**src/rtl/qff_pkg.sv**
```systemverilog
// Shared constants and table functions for the line feed-forward selector.
// Assumes sample codes in millivolts and unsigned Q3.13 coefficients.
package qff_pkg;

    localparam int NUM_LVL   = 8;
    localparam int NUM_THR   = NUM_LVL - 1;
    localparam int LVL_W     = $clog2(NUM_LVL + 1);
    localparam int COEF_W    = 16;
    localparam int COEF_FRAC = 13;

    // Rising threshold between level idx+1 and idx+2, in mV.
    function automatic int rise_mv(input int idx);
        case (idx)
            0:       return 1000;
            1:       return 1200;
            2:       return 1400;
            3:       return 1650;
            4:       return 1950;
            5:       return 2250;
            default: return 2600;
        endcase
    endfunction

    // Falling threshold: a fixed percentage of the rising one, truncated.
    function automatic int fall_mv(input int idx, input int pct);
        return (rise_mv(idx) * pct) / 100;
    endfunction

    // Coefficient of a level (1..8), rounded to nearest in Q3.13.
    function automatic int coef_q(input int lvl);
        int milli;
        case (lvl)
            1:       milli = 398;
            2:       milli = 600;
            3:       milli = 839;
            4:       milli = 1156;
            5:       milli = 1604;
            6:       milli = 2199;
            7:       milli = 2922;
            default: milli = 3857;
        endcase
        return (milli * (1 << COEF_FRAC) + 500) / 1000;
    endfunction

endpackage

```
**src/rtl/qff_zc_qualifier.sv**
```systemverilog
// Zero-crossing qualifier: counts microsecond ticks while the latest
// sample sits below the low-line threshold and emits a one-cycle pulse
// when the run reaches the qualifying length. Assumes us_tick is a
// single-cycle strobe; the count restarts after each pulse.
module qff_zc_qualifier #(
    parameter int SMP_W = 12,
    parameter int ZC_MV = 700,
    parameter int ZC_US = 50
) (
    input  logic             clk,
    input  logic             rst_n,
    input  logic             smp_valid,
    input  logic [SMP_W-1:0] smp_mv,
    input  logic             us_tick,
    output logic             zc_pulse
);
    localparam int CNT_W = $clog2(ZC_US + 1);
    localparam logic [SMP_W-1:0] LOW_MV = SMP_W'(ZC_MV);
    localparam logic [CNT_W-1:0] LAST   = CNT_W'(ZC_US - 1);

    logic             below_q;
    logic [CNT_W-1:0] cnt_q;
    logic             zc_q;

    // Track whether the newest sample is below the zero-crossing level.
    always_ff @(posedge clk) begin
        if (!rst_n)
            below_q <= 1'b0;
        else if (smp_valid)
            below_q <= (smp_mv < LOW_MV);
    end

    // Count low-run ticks and raise the qualification pulse.
    always_ff @(posedge clk) begin
        if (!rst_n) begin
            cnt_q <= '0;
            zc_q  <= 1'b0;
        end else begin
            zc_q <= 1'b0;
            if (smp_valid && (smp_mv >= LOW_MV)) begin
                cnt_q <= '0;
            end else if (below_q && us_tick) begin
                if (cnt_q == LAST) begin
                    cnt_q <= '0;
                    zc_q  <= 1'b1;
                end else begin
                    cnt_q <= cnt_q + 1'b1;
                end
            end
        end
    end

    assign zc_pulse = zc_q;

    AST_ZC_AFTER_TICK: assert property (@(posedge clk) disable iff (!rst_n)
        zc_q |-> ($past(us_tick) && $past(below_q)));
    AST_ZC_SINGLE: assert property (@(posedge clk) disable iff (!rst_n)
        zc_q |=> !zc_q);

endmodule

```
**src/rtl/qff_peak_tracker.sv**
```systemverilog
// Half-cycle peak tracker: holds the largest valid sample since the last
// qualified zero crossing. At a crossing it restarts, seeded with the
// sample of that cycle if one is present. Output is the registered peak,
// i.e. the closing half-cycle's peak during the crossing cycle.
module qff_peak_tracker #(
    parameter int SMP_W = 12
) (
    input  logic             clk,
    input  logic             rst_n,
    input  logic             smp_valid,
    input  logic [SMP_W-1:0] smp_mv,
    input  logic             zc_pulse,
    output logic [SMP_W-1:0] peak_mv
);
    logic [SMP_W-1:0] peak_q;

    // Capture the running maximum; restart at each crossing.
    always_ff @(posedge clk) begin
        if (!rst_n)
            peak_q <= '0;
        else if (zc_pulse)
            peak_q <= smp_valid ? smp_mv : '0;
        else if (smp_valid && (smp_mv > peak_q))
            peak_q <= smp_mv;
    end

    assign peak_mv = peak_q;

    AST_PEAK_HOLDS: assert property (@(posedge clk) disable iff (!rst_n)
        !$past(zc_pulse) |-> (peak_q >= $past(peak_q)));

endmodule

```
**src/rtl/qff_level_ctrl.sv**
```systemverilog
// Level controller: compares each sample against the rising thresholds
// for immediate upward moves and the captured peak against the falling
// thresholds for downward moves at qualified crossings, then looks up the
// coefficient. Assumes zc_pulse and peak_mv come from the same cycle.
module qff_level_ctrl #(
    parameter int SMP_W    = 12,
    parameter int HYST_PCT = 95
) (
    input  logic                       clk,
    input  logic                       rst_n,
    input  logic                       smp_valid,
    input  logic [SMP_W-1:0]           smp_mv,
    input  logic                       zc_pulse,
    input  logic [SMP_W-1:0]           peak_mv,
    output logic [qff_pkg::LVL_W-1:0]  level,
    output logic [qff_pkg::COEF_W-1:0] coef
);
    import qff_pkg::*;

    localparam logic [SMP_W-1:0] TOP_RISE = SMP_W'(rise_mv(NUM_THR - 1));

    logic [NUM_THR-1:0] rise_hit;
    logic [NUM_THR-1:0] fall_hit;
    logic [LVL_W-1:0]   up_lvl;
    logic [LVL_W-1:0]   dn_lvl;
    logic [LVL_W-1:0]   base_lvl;
    logic [LVL_W-1:0]   nxt_lvl;
    logic [LVL_W-1:0]   level_q;
    logic [COEF_W-1:0]  coef_tab [NUM_LVL];

    // Comparator bank, one rising and one falling compare per boundary.
    for (genvar gi = 0; gi < NUM_THR; gi++) begin : g_thr
        localparam logic [SMP_W-1:0] R_MV = SMP_W'(rise_mv(gi));
        localparam logic [SMP_W-1:0] F_MV = SMP_W'(fall_mv(gi, HYST_PCT));
        assign rise_hit[gi] = smp_valid && (smp_mv >= R_MV);
        assign fall_hit[gi] = (peak_mv >= F_MV);
    end

    // Coefficient table built from the package function.
    for (genvar gl = 0; gl < NUM_LVL; gl++) begin : g_coef
        assign coef_tab[gl] = COEF_W'(coef_q(gl + 1));
    end

    // Count threshold hits into candidate levels.
    always_comb begin
        up_lvl = LVL_W'(1);
        dn_lvl = LVL_W'(1);
        for (int i = 0; i < NUM_THR; i++) begin
            up_lvl = up_lvl + LVL_W'(rise_hit[i]);
            dn_lvl = dn_lvl + LVL_W'(fall_hit[i]);
        end
    end

    // Combine the downward and upward decisions.
    always_comb begin
        base_lvl = level_q;
        if (zc_pulse && (dn_lvl < level_q))
            base_lvl = dn_lvl;
        nxt_lvl = (up_lvl > base_lvl) ? up_lvl : base_lvl;
    end

    // Hold the selected level.
    always_ff @(posedge clk) begin
        if (!rst_n)
            level_q <= LVL_W'(1);
        else
            level_q <= nxt_lvl;
    end

    assign level = level_q;
    assign coef  = coef_tab[level_q - LVL_W'(1)];

    AST_LEVEL_RANGE: assert property (@(posedge clk) disable iff (!rst_n)
        (level_q >= LVL_W'(1)) && (level_q <= LVL_W'(NUM_LVL)));
    AST_NO_DROP_WITHOUT_ZC: assert property (@(posedge clk) disable iff (!rst_n)
        (level_q < $past(level_q)) |-> $past(zc_pulse));
    AST_RISE_PROMPT: assert property (@(posedge clk) disable iff (!rst_n)
        (smp_valid && (smp_mv >= TOP_RISE)) |=> (level_q == LVL_W'(NUM_LVL)));

endmodule

```
**src/rtl/qff_line_ff_select.sv**
```systemverilog
// Top of the quantized line feed-forward selector. Wires the zero-crossing
// qualifier, the half-cycle peak tracker and the level controller.
// Assumes samples are already rectified and scaled, in millivolts.
module qff_line_ff_select #(
    parameter int SMP_W    = 12,
    parameter int ZC_MV    = 700,
    parameter int ZC_US    = 50,
    parameter int HYST_PCT = 95
) (
    input  logic                       clk,
    input  logic                       rst_n,
    input  logic                       smp_valid,
    input  logic [SMP_W-1:0]           smp_mv,
    input  logic                       us_tick,
    output logic [qff_pkg::LVL_W-1:0]  ff_level,
    output logic [qff_pkg::COEF_W-1:0] ff_coef
);
    logic             zc_pulse;
    logic [SMP_W-1:0] peak_mv;

    qff_zc_qualifier #(
        .SMP_W (SMP_W),
        .ZC_MV (ZC_MV),
        .ZC_US (ZC_US)
    ) u_zc (
        .clk       (clk),
        .rst_n     (rst_n),
        .smp_valid (smp_valid),
        .smp_mv    (smp_mv),
        .us_tick   (us_tick),
        .zc_pulse  (zc_pulse)
    );

    qff_peak_tracker #(
        .SMP_W (SMP_W)
    ) u_peak (
        .clk       (clk),
        .rst_n     (rst_n),
        .smp_valid (smp_valid),
        .smp_mv    (smp_mv),
        .zc_pulse  (zc_pulse),
        .peak_mv   (peak_mv)
    );

    qff_level_ctrl #(
        .SMP_W    (SMP_W),
        .HYST_PCT (HYST_PCT)
    ) u_lvl (
        .clk       (clk),
        .rst_n     (rst_n),
        .smp_valid (smp_valid),
        .smp_mv    (smp_mv),
        .zc_pulse  (zc_pulse),
        .peak_mv   (peak_mv),
        .level     (ff_level),
        .coef      (ff_coef)
    );

endmodule

```
**config.mk**
```make
export PLATFORM = sky130hd
export DESIGN_NAME = qff_line_ff_select
export DESIGN_NICKNAME = d
export VERILOG_FILES = /design/src/rtl/qff_pkg.sv /design/src/rtl/qff_zc_qualifier.sv /design/src/rtl/qff_peak_tracker.sv /design/src/rtl/qff_level_ctrl.sv /design/src/rtl/qff_line_ff_select.sv
export SDC_FILE = /design/constraint.sdc
export NUM_CORES = 1
export LEC_CHECK = 0
export BUFFER_PORTS_ARGS = -buffer_cell sky130_fd_sc_hd__buf_4
export CELL_PAD_IN_SITES_DETAIL_PLACEMENT = 0
export CELL_PAD_IN_SITES_GLOBAL_PLACEMENT = 1
export CORE_MARGIN = 2
export CORE_UTILIZATION = 44
export CTS_BUF_LIST = sky130_fd_sc_hd__clkbuf_16
export DETAILED_ROUTE_END_ITERATION = 7
export PLACE_DENSITY = 0.89
export SLEW_MARGIN = 40
export SYNTH_ARGS = -nofsm -noshare
export SYNTH_HDL_FRONTEND = slang
export SYNTH_HIERARCHICAL = 1
export SYNTH_SLANG_ARGS = --single-unit
```
**constraint.sdc**
```tcl
create_clock -name clk -period 6.6 [get_ports clk]
set_input_delay 0.66 -clock clk [delete_from_list [all_inputs] [get_ports clk]]
set_output_delay 0.66 -clock clk [all_outputs]
set_load 0.01 [all_outputs]
```
======== Word level (Yosys, flattened, before mapping) ========
Memories as Yosys holds them, arrays and structs flattened.
Cells that the tools add are included.
W data, S select, Z words.
word-level totals
  logic and storage cells ................. 69
  memories kept ........................... 1
  memory bits (read-only) ................. 128
  output and inout port bits .............. 20
  flip-flop bits (word level) ............. 24
  input port bits ......................... 16
memory list
  memory           depth  width  read ports  clocked after memory_dff  wr ports  RTL line              RTL
  (no name shown)  8      16     1           0                         0         qff_level_ctrl.sv:71  assign coef = coef_tab[level_q - LVL_W'(1)];
cells by class
  add/subtract/negate cells ............... 16
  bitwise operators ....................... 3
  eq/ne operators ......................... 1
  reduce and logical (&&, ||, !) cells .... 14
  multiplexer cells ....................... 9
  $lt $le $gt $ge ......................... 20
operators by type and width
  operator                number
  $ge A12 B11 Y1 const B  8
  $add A4 B1 Y4           12
  $ge A12 B12 Y1 const B  4
  $ge A12 B10 Y1 const B  3
  $mux W12                3
  $mux W16                2
  $gt A12 B12 Y1          1
  $lt A12 B10 Y1 const B  1
  $logic_and A1 B1 Y1     11
  $mux W4                 2
  $add A6 B1 Y6 const B   1
  $eq A6 B6 Y1 const B    1
  $mux W6                 1
  $ge A5 B4 Y1 const B    1
  $not A4 Y5              1
  $add A1 B1 Y2 const A   2
  $gt A4 B4 Y1            1
  $lt A4 B4 Y1            1
  $sub A4 B1 Y4 const B   1
  $reduce_or A3 Y1        1
  $not A1 Y1              2
  $reduce_bool A2 Y1      1
  $reduce_or A2 Y1        1
  $mux W1                 1

======== Logic depth before layout (Yosys ltp) ========
Gate-level depths: netlist of run 1.
  word-level depth ........................ 13
  gate-level depth with buffers ........... 23

======== Modules after synthesis ========
Netlist of run 1, hierarchy kept.
modules (own cells, without submodules)
  module            area each (µm²)  instances  cells each
  qff_level_ctrl    1327.5           1          172
  qff_peak_tracker  878.3            1          96
  qff_zc_qualifier  419.2            1          47

======== Worst setup path after synthesis of run 1 ========
Ideal clock, no wire load.
  kind .................................... flip-flop to flip-flop
  start point ............................. register u_peak.peak_q[4], in the netlist u_peak/peak_mv[4]
  end point ............................... register u_lvl.level_q[1], in the netlist u_lvl/level[1]
  stages on the path, launching flop included .. 24
  setup time .............................. 116 ps
  period minus slack after synthesis ...... 5080 ps
  setup slack ............................. 1520 ps
  arrival ................................. 4965 ps
  buffers on the path ..................... 1
  cells stage by stage .................... dfxtp_1 > nand2_1 > o21ai_0 > a21o_1 > a21oi_1 > ha_1 > inv_1 > fa_1 > fa_1 > ha_1 > inv_1 > fa_1 > xnor2_1 > ha_1 > or2_2 > a21oi_1 > o21ai_1 > and2_1 > ha_1 > a21oi_1 > and3_1 > buf_1 > o21a_1 > a31o_1
on the way
  longest elaborated chain between the ends .. 13
RTL lines
  item                        RTL line                RTL
  from (decl)                 qff_peak_tracker.sv:15  logic [SMP_W-1:0] peak_q;
  from (signal assigned)      qff_peak_tracker.sv:22  peak_q <= smp_valid ? smp_mv : '0;
  from (signal assigned)      qff_peak_tracker.sv:24  peak_q <= smp_mv;
  $ge A12 B10 Y1              qff_level_ctrl.sv:36    assign fall_hit[gi] = (peak_mv >= F_MV);
  $add A1 B1 Y2               qff_level_ctrl.sv:50    dn_lvl = dn_lvl + LVL_W'(fall_hit[i]);
  $add A4 B1 Y4 (5 in a row)  qff_level_ctrl.sv:50
  $add A4 B1 Y4 *             qff_level_ctrl.sv:50
  $lt A4 B4 Y1                qff_level_ctrl.sv:57    if (zc_pulse && (dn_lvl < level_q))
  $logic_and A1 B1 Y1         qff_level_ctrl.sv:57
  $mux W4 *                   qff_level_ctrl.sv:57
  $gt A4 B4 Y1                qff_level_ctrl.sv:59    nxt_lvl = (up_lvl > base_lvl) ? up_lvl : base_lvl;
  $mux W4 *                   qff_level_ctrl.sv:59
  to (signal assigned)        qff_level_ctrl.sv:67    level_q <= nxt_lvl;
  to (decl)                   qff_level_ctrl.sv:28    logic [LVL_W-1:0] level_q;
Every way passes the cells marked *; elsewhere a longest branch is shown, timed or not.
A chain may end at the register's enable or synchronous reset.

======== Worst setup path after layout of run 1 ========
Ends and elaborated chain as after synthesis.

==> summary.md, run 1 <==
| Metric | Value |
|---|---|
| Fin crit share | 0.808 |
| Worst skew pair latency | 260 ps |
| Router iterations before antenna repair | 4 |
| Layout cell share with drive strength beyond 1 | 0.162 |
| Detailed placement HPWL | 4500 um |
| Cells after Synth | 315 |
| Post CTS Setup Buffer Count | 0 |
| Clock sink count | 24 |
| # IOs | 36 |
| DRT Wirelength | 5800 um |
| Clock tree buffer depth | 2 |
| ANT nets after route | 0 |
| I/O Buffers | 34 |
| Final setup violation count | 0 |
| CTS Buf Count | 3 |
| Placement Rows | 28 |
| CP Launch Type | flip-flop |
| Hold Buf Count CTS | 0 |
| Main combinational cell family by area after synthesis | compound AO/OA/AOI/OAI gates |
| Post-synth EDFFs | 0 |
| Vias per cell | 5.46 |
| Crit path max fanout | 6 |
| Hold Path Class | flip-flop to flip-flop |
| Post-cts sizing count | 0 |
| CTS tree | yes |
| Full die area | 0.00660 mm2 |
| Xor/xnor share of the synthesized area | 0.0234 |
| Die W | 81.2 um |
| Power Density | 385 mW/mm2 |
| Tightest Pin Transition | 623 ps |
| LEAKAGE | 0.00137 uW |
| Largest net degree at the start of global routing | 20 |
| Post-Synth Adder-Cell Area | 0.212 |
| Asr flop ratio synth | 0 |
| Synthesized cell area | 0.00263 mm2 |
| Antenna violations before repair | 0 |
| Vias in the first global route | 2051 |
| Wire per inst | 13.8 um |
| Area Growth Syn to Fin | 14.3% |
| H-tree depth | 1 |
| Max-cap violations | 0 |
| Final WS setup | 1270 ps |
| Max Freq | 187 MHz |
| Starting density of the core | 0.449 |
| Crit path capture type | flip-flop |
| Skew final | 3.62 ps |
| Post-Synth Simple-Gate Area | 0.200 |
| Via count | 2299 |
| RSZ-0062 raised after global routing | no |
| First-pass GRT wire length | 9180 um |
| Critical Path AT | 5490 ps |
| Grt total ovfl | 0 |
| Synth Flop Type | dfxtp_1 |
| Share of the yosys chip area belonging to registers | 0.183 |
| Total negative slack | 0 ps |
| Post-Synthesis Net Count | 371 |
| Endpoints failing hold | 0 |
| Max VDD drop | 0.000217 V |
| N_diodes | 0 |
| Synth Area per Inst | 8.33 um2 |
| DR DRC count | 0 |
| Cell variety after synth | 63 |
| Gpl congestion | 0.818 |
| Place WS | 1270 ps |
| Core box area | 0.00585 mm2 |
| Warnings, synthesis | 6 |
| Initial DRC count | 72 |
| Setup CP Type | flip-flop to flip-flop |
| Fin nets | 403 |
| #FFs+latches synth | 24 |
| Post-synthesis compound-gate area fraction | 0.281 |
| Root buf cell | clkbuf_16 |
| Minimum clock period | 5330 ps |
| All-layer global routing usage | 0.175 |
| Clk pin slew, worst setup/hold paths | 60 ps |
| Slew HR | 0.585 |
| Critical Path RT | 6750 ps |
| Die Y | 81.2 um |
| Final slew viol count | 0 |
| Multiplexer share of the synthesized area | 0.0343 |
| Status | finished clean |
## registers in the layout (all words and copies together), names as in the netlist
| register | cells |
|---|---|
| u_zc/cnt_q | 6 |
| u_zc/zc_pulse | 1 |
| u_zc/below_q | 1 |
| u_peak/peak_mv | 12 |
| u_lvl/level | 4 |
## synthesized netlist by cell type, types with 5 or more instances
master | n | area share
ha_1 | 34 | 0.16
nand2_1 | 34 | 0.049
inv_1 | 31 | 0.044
dfxtp_1 | 24 | 0.18
nor2_1 | 23 | 0.033
a21oi_1 | 19 | 0.036
a21o_1 | 11 | 0.031
nand3_1 | 11 | 0.021
mux2i_1 | 9 | 0.034
o21ai_0 | 9 | 0.017
a31oi_1 | 6 | 0.014
fa_1 | 6 | 0.046
a2bb2oi_2 | 5 | 0.029
and2_1 | 5 | 0.012
o21ai_1 | 5 | 0.0095
## layout by cell type (no fill, tap or decap), types with 5 or more instances in the layout
cell type	instances
a31oi_1	6
a2bb2oi_2	5
nand3_1	11
buf_4	34
fa_1	6
o21ai_0	9
o21ai_1	5
and2_1	5
dfxtp_1	24
nand2_1	34
ha_1	34
a21oi_1	19
a21o_1	11
nor2_1	23
mux2i_1	9
inv_1	31
## logic make-up after synthesis
logic type	Yosys count
compound gates	91
simple gates	103
flops	24
buf+inv	39
mux	9
other cells	1
xor+xnor	7
fa+ha+maj	41
## layout make-up
| cell class | instances | area (um2) |
|---|---|---|
| Clock inverter | 1 | 3.75 |
| Fill cell | 551 | 2850 |
| Sequential cell | 24 | 480 |
| Tap cell | 75 | 93.8 |
| Timing Repair Buffer | 34 | 255 |
| Clock buffer | 3 | 75.1 |
| Inverter | 32 | 120 |
| Multi-Input combinational cell | 252 | 1970 |
## critical path, cell delays in order (launching register included)
cell	delay, ps
dfxtp_1	420
nand2_1	130
o21ai_0	180
a21o_1	130
a21oi_1	60
ha_1	280
inv_1	50
fa_1	500
fa_1	550
ha_1	170
inv_1	60
fa_1	370
xnor2_1	200
ha_1	260
or2_2	280
a21oi_1	270
o21ai_1	110
and2_1	160
ha_1	320
a21oi_1	80
and3_1	230
o21a_1	220
a31o_1	210
## routing by layer
metal / vias to the layer above / wire length [um] / global-route usage
met5: - / 0 / 0
met4: 0 / 31 / 0.0305
met3: 4 / 121 / 0.0222
met2: 20 / 2750 / 0.283
met1: 1068 / 2900 / 0.251
li1: 1207 / - / -
## power by group
group          internal, uW  switching [uW]
logic                   380             428
clock network          81.0            50.7
registers               170            46.8
## worst paths after layout
path	startpoint	to	slack, ps	cells after the start
max reg2reg	u_peak/peak_mv[4]$_SDFFE_PN0P_	u_lvl/level[1]$_SDFF_PN0_	1270	22
max	u_peak/peak_mv[4]$_SDFFE_PN0P_	u_lvl/level[1]$_SDFF_PN0_	1270	22
min reg2reg	u_zc/cnt_q[0]$_SDFFE_PP0P_	u_zc/cnt_q[0]$_SDFFE_PP0P_	510	2
min	u_zc/cnt_q[0]$_SDFFE_PP0P_	u_zc/cnt_q[0]$_SDFFE_PP0P_	510	2
## through the flow
stage / hold WS (ps) / area, um2 / util / std cells / power, uW
after floorplan: 462 / 2630 / - / 315 / 807
after global placement: 493 / 2920 / 0.500 / 417 / 1010
after detailed placement: 503 / 2920 / 0.500 / 417 / 1030
after CTS: 514 / 3000 / 0.513 / 421 / 1170
after global routing: 544 / 3000 / 0.513 / 421 / 1280
final: 513 / 3000 / 0.513 / 421 / 1160
Power figures use the tool's default switching activity.
==> run 2, diff against run 1 <==
==> constraint.sdc (replaced) <==
create_clock -name clk -period 5.2 [get_ports clk]
set_input_delay 0.52 -clock clk [delete_from_list [all_inputs] [get_ports clk]]
set_output_delay 0.52 -clock clk [all_outputs]
set_load 0.01 [all_outputs]
==> summary.md, run 2 (synthesized netlist as in run 1, its figures left out) <==
| Metric | Value |
|---|---|
| Root buf cell | clkbuf_16 |
| N_diodes | 0 |
| CTS Buf Count | 3 |
| Endpoints failing hold | 0 |
| Reg2reg end | u_lvl/level[1]$_SDFF_PN0_ |
| Placed cell count | 429 |
| CP bufs+invs | 3 |
| Starting density of the core | 0.449 |
| Fin cells | 432 |
| Critical path's top delay family | adder cells |
| Core box area | 0.00585 mm2 |
| Skew final | 1.61 ps |
| Clk pin slew, worst setup/hold paths | 60 ps |
| WHS | 509 ps |
| Commonest non-fill, non-tap cell in the layout | buf_4 |
| Largest register FFs | 12 |
| Wire per inst | 13.8 um |
| Grt total ovfl | 0 |
| Reg2reg path depth | 21 |
| Clock sink count | 24 |
| Vias in the first global route | 2185 |
| # fillers | 560 |
| Clock tree buffer depth | 2 |
| Max Freq | 200 MHz |
| Via count | 2401 |
| # IOs | 36 |
| Post CTS Setup Buffer Count | 0 |
| R2R Setup Slk | 200 ps |
| Initial DRC count | 91 |
| First-pass GRT wire length | 9730 um |
| Cell Chain, Critical Path | nor3_2, o21ai_0, a21o_1, a21oi_2, ha_1, inv_1, fa_1, fa_1, ha_2, inv_1, fa_2, inv_1, ha_4, a2111oi_4, o21ai_1, and2_4, ha_4, nand4b_1, and3_4, o21a_1, a31o_1 |
| DRT Wirelength | 5980 um |
| Detailed placement HPWL | 4670 um |
| CTS tree | yes |
| Crit path capture type | flip-flop |
| Critical Path RT | 5350 ps |
| Max VDD drop | 0.000555 V |
| Slew HR | 0.584 |
| Hold Path Stages | 2 |
| ANT nets after route | 0 |
| Fin nets | 415 |
| CP Launch Type | flip-flop |
| LEAKAGE | 0.00145 uW |
| Gpl congestion | 0.919 |
| Vias per cell | 5.56 |
| Commonest non-fill, non-tap cells in the layout | buf_4 (46), nand2_1 (34), inv_1 (31) |
| Worst path max stage delay | 540 ps |
| Layout cell share with drive strength beyond 1 | 0.238 |
| Antenna violations before repair | 0 |
| Worst Setup EP | u_lvl/level[1]$_SDFF_PN0_ |
| I/O Buffers | 34 |
| Fin crit share | 0.961 |
| Status | finished clean |
| Full die area | 0.00660 mm2 |
| Hold Path Class | flip-flop to flip-flop |
| Area Growth Syn to Fin | 21.2% |
| Crit path max fanout | 6 |
| Final slew viol count | 0 |
| Final WS setup | 203 ps |
| Minimum clock period | 5000 ps |
| Place WS | 25.6 ps |
| Worst skew pair latency | 250 ps |
| Worst setup path start | u_peak/peak_mv[3]$_SDFFE_PN0P_ |
| Critical-path top delay cell | fa_1 |
| WP depth | 21 |
| Hold Buf Count CTS | 0 |
| PnR Total Power | 1630 uW |
| All-layer global routing usage | 0.185 |
| H-tree depth | 1 |
| Setup CP Type | flip-flop to flip-flop |
| DR DRC count | 0 |
| Die W | 81.2 um |
| Hold Path Origin | u_zc/cnt_q[0]$_SDFFE_PP0P_ |
| Largest net degree at the start of global routing | 20 |
| Final setup violation count | 0 |
| Critical Path AT | 5150 ps |
| Most used cell, CP | inv_1 |
| Power Density | 512 mW/mm2 |
| Router iterations before antenna repair | 5 |
| Placement Rows | 28 |
| Critical R2R Launch | u_peak/peak_mv[3]$_SDFFE_PN0P_ |
| Tightest Pin Transition | 624 ps |
| Max-cap violations | 0 |
| Die Y | 81.2 um |
run 2: cell count changes in the layout (fill, tap and decap cells not counted), sizes merged:
cell,delta
buf,+12
clkinv,-1
run 2: what timing repair did:
action | 4_1_cts | 5_1_grt
pin swaps | 0 | 7
gates resized for setup | 1 | 18
setup endpoints to repair | 1 | 4
gates cloned | 0 | 0
run 2: routing by layer:
| layer | global-route usage | vias up | wire length [um] |
|---|---|---|---|
| li1 | - | 1231 | - |
| met1 | 0.255 | 1136 | 2890 |
| met2 | 0.311 | 30 | 2910 |
| met3 | 0.0211 | 4 | 134 |
| met4 | 0.0407 | 0 | 41 |
| met5 | 0 | - | 0 |
run 2: area by class of cell:
| type | count | area [um2] | share of cell area |
|---|---|---|---|
| Tap cell | 75 | 93.8 | 0.0295 |
| Sequential cell | 24 | 484 | 0.152 |
| Inverter | 32 | 120 | 0.0378 |
| Timing Repair Buffer | 46 | 345 | 0.109 |
| Multi-Input combinational cell | 252 | 2060 | 0.648 |
| Clock buffer | 3 | 75.1 | 0.0236 |
run 2: power by group:
part           switching, uW  internal, uW
Sequential              48.2           217
Clock                   60.8           102
Combinational            606           596
run 2: worst min-delay path by stage:
stage | endpoint | slack (ps)
floorplan | u_peak/peak_mv[0]$_SDFFE_PN0P_ | 460
global placement | u_zc/cnt_q[0]$_SDFFE_PP0P_ | 490
detailed placement | u_zc/cnt_q[5]$_SDFFE_PP0P_ | 500
CTS | u_zc/cnt_q[0]$_SDFFE_PP0P_ | 520
global route | u_zc/cnt_q[2]$_SDFFE_PP0P_ | 550
finish | u_zc/cnt_q[0]$_SDFFE_PP0P_ | 510
run 2: through the flow:
step | utilization | area [um2] | TNS (ps)
3_5_place_dp | 0.515 | 3010 | 0
5_1_grt | 0.544 | 3180 | -97.4
6_report | 0.544 | 3180 | 0
4_1_cts | 0.528 | 3090 | 0
3_3_place_gp | 0.515 | 3010 | 0
2_1_floorplan | - | 2630 | 0
run 2: worst min-delay path: stages (launching register included):
cell,delay (ps)
dfxtp_1,340
nand2_1,70
a21oi_1,50
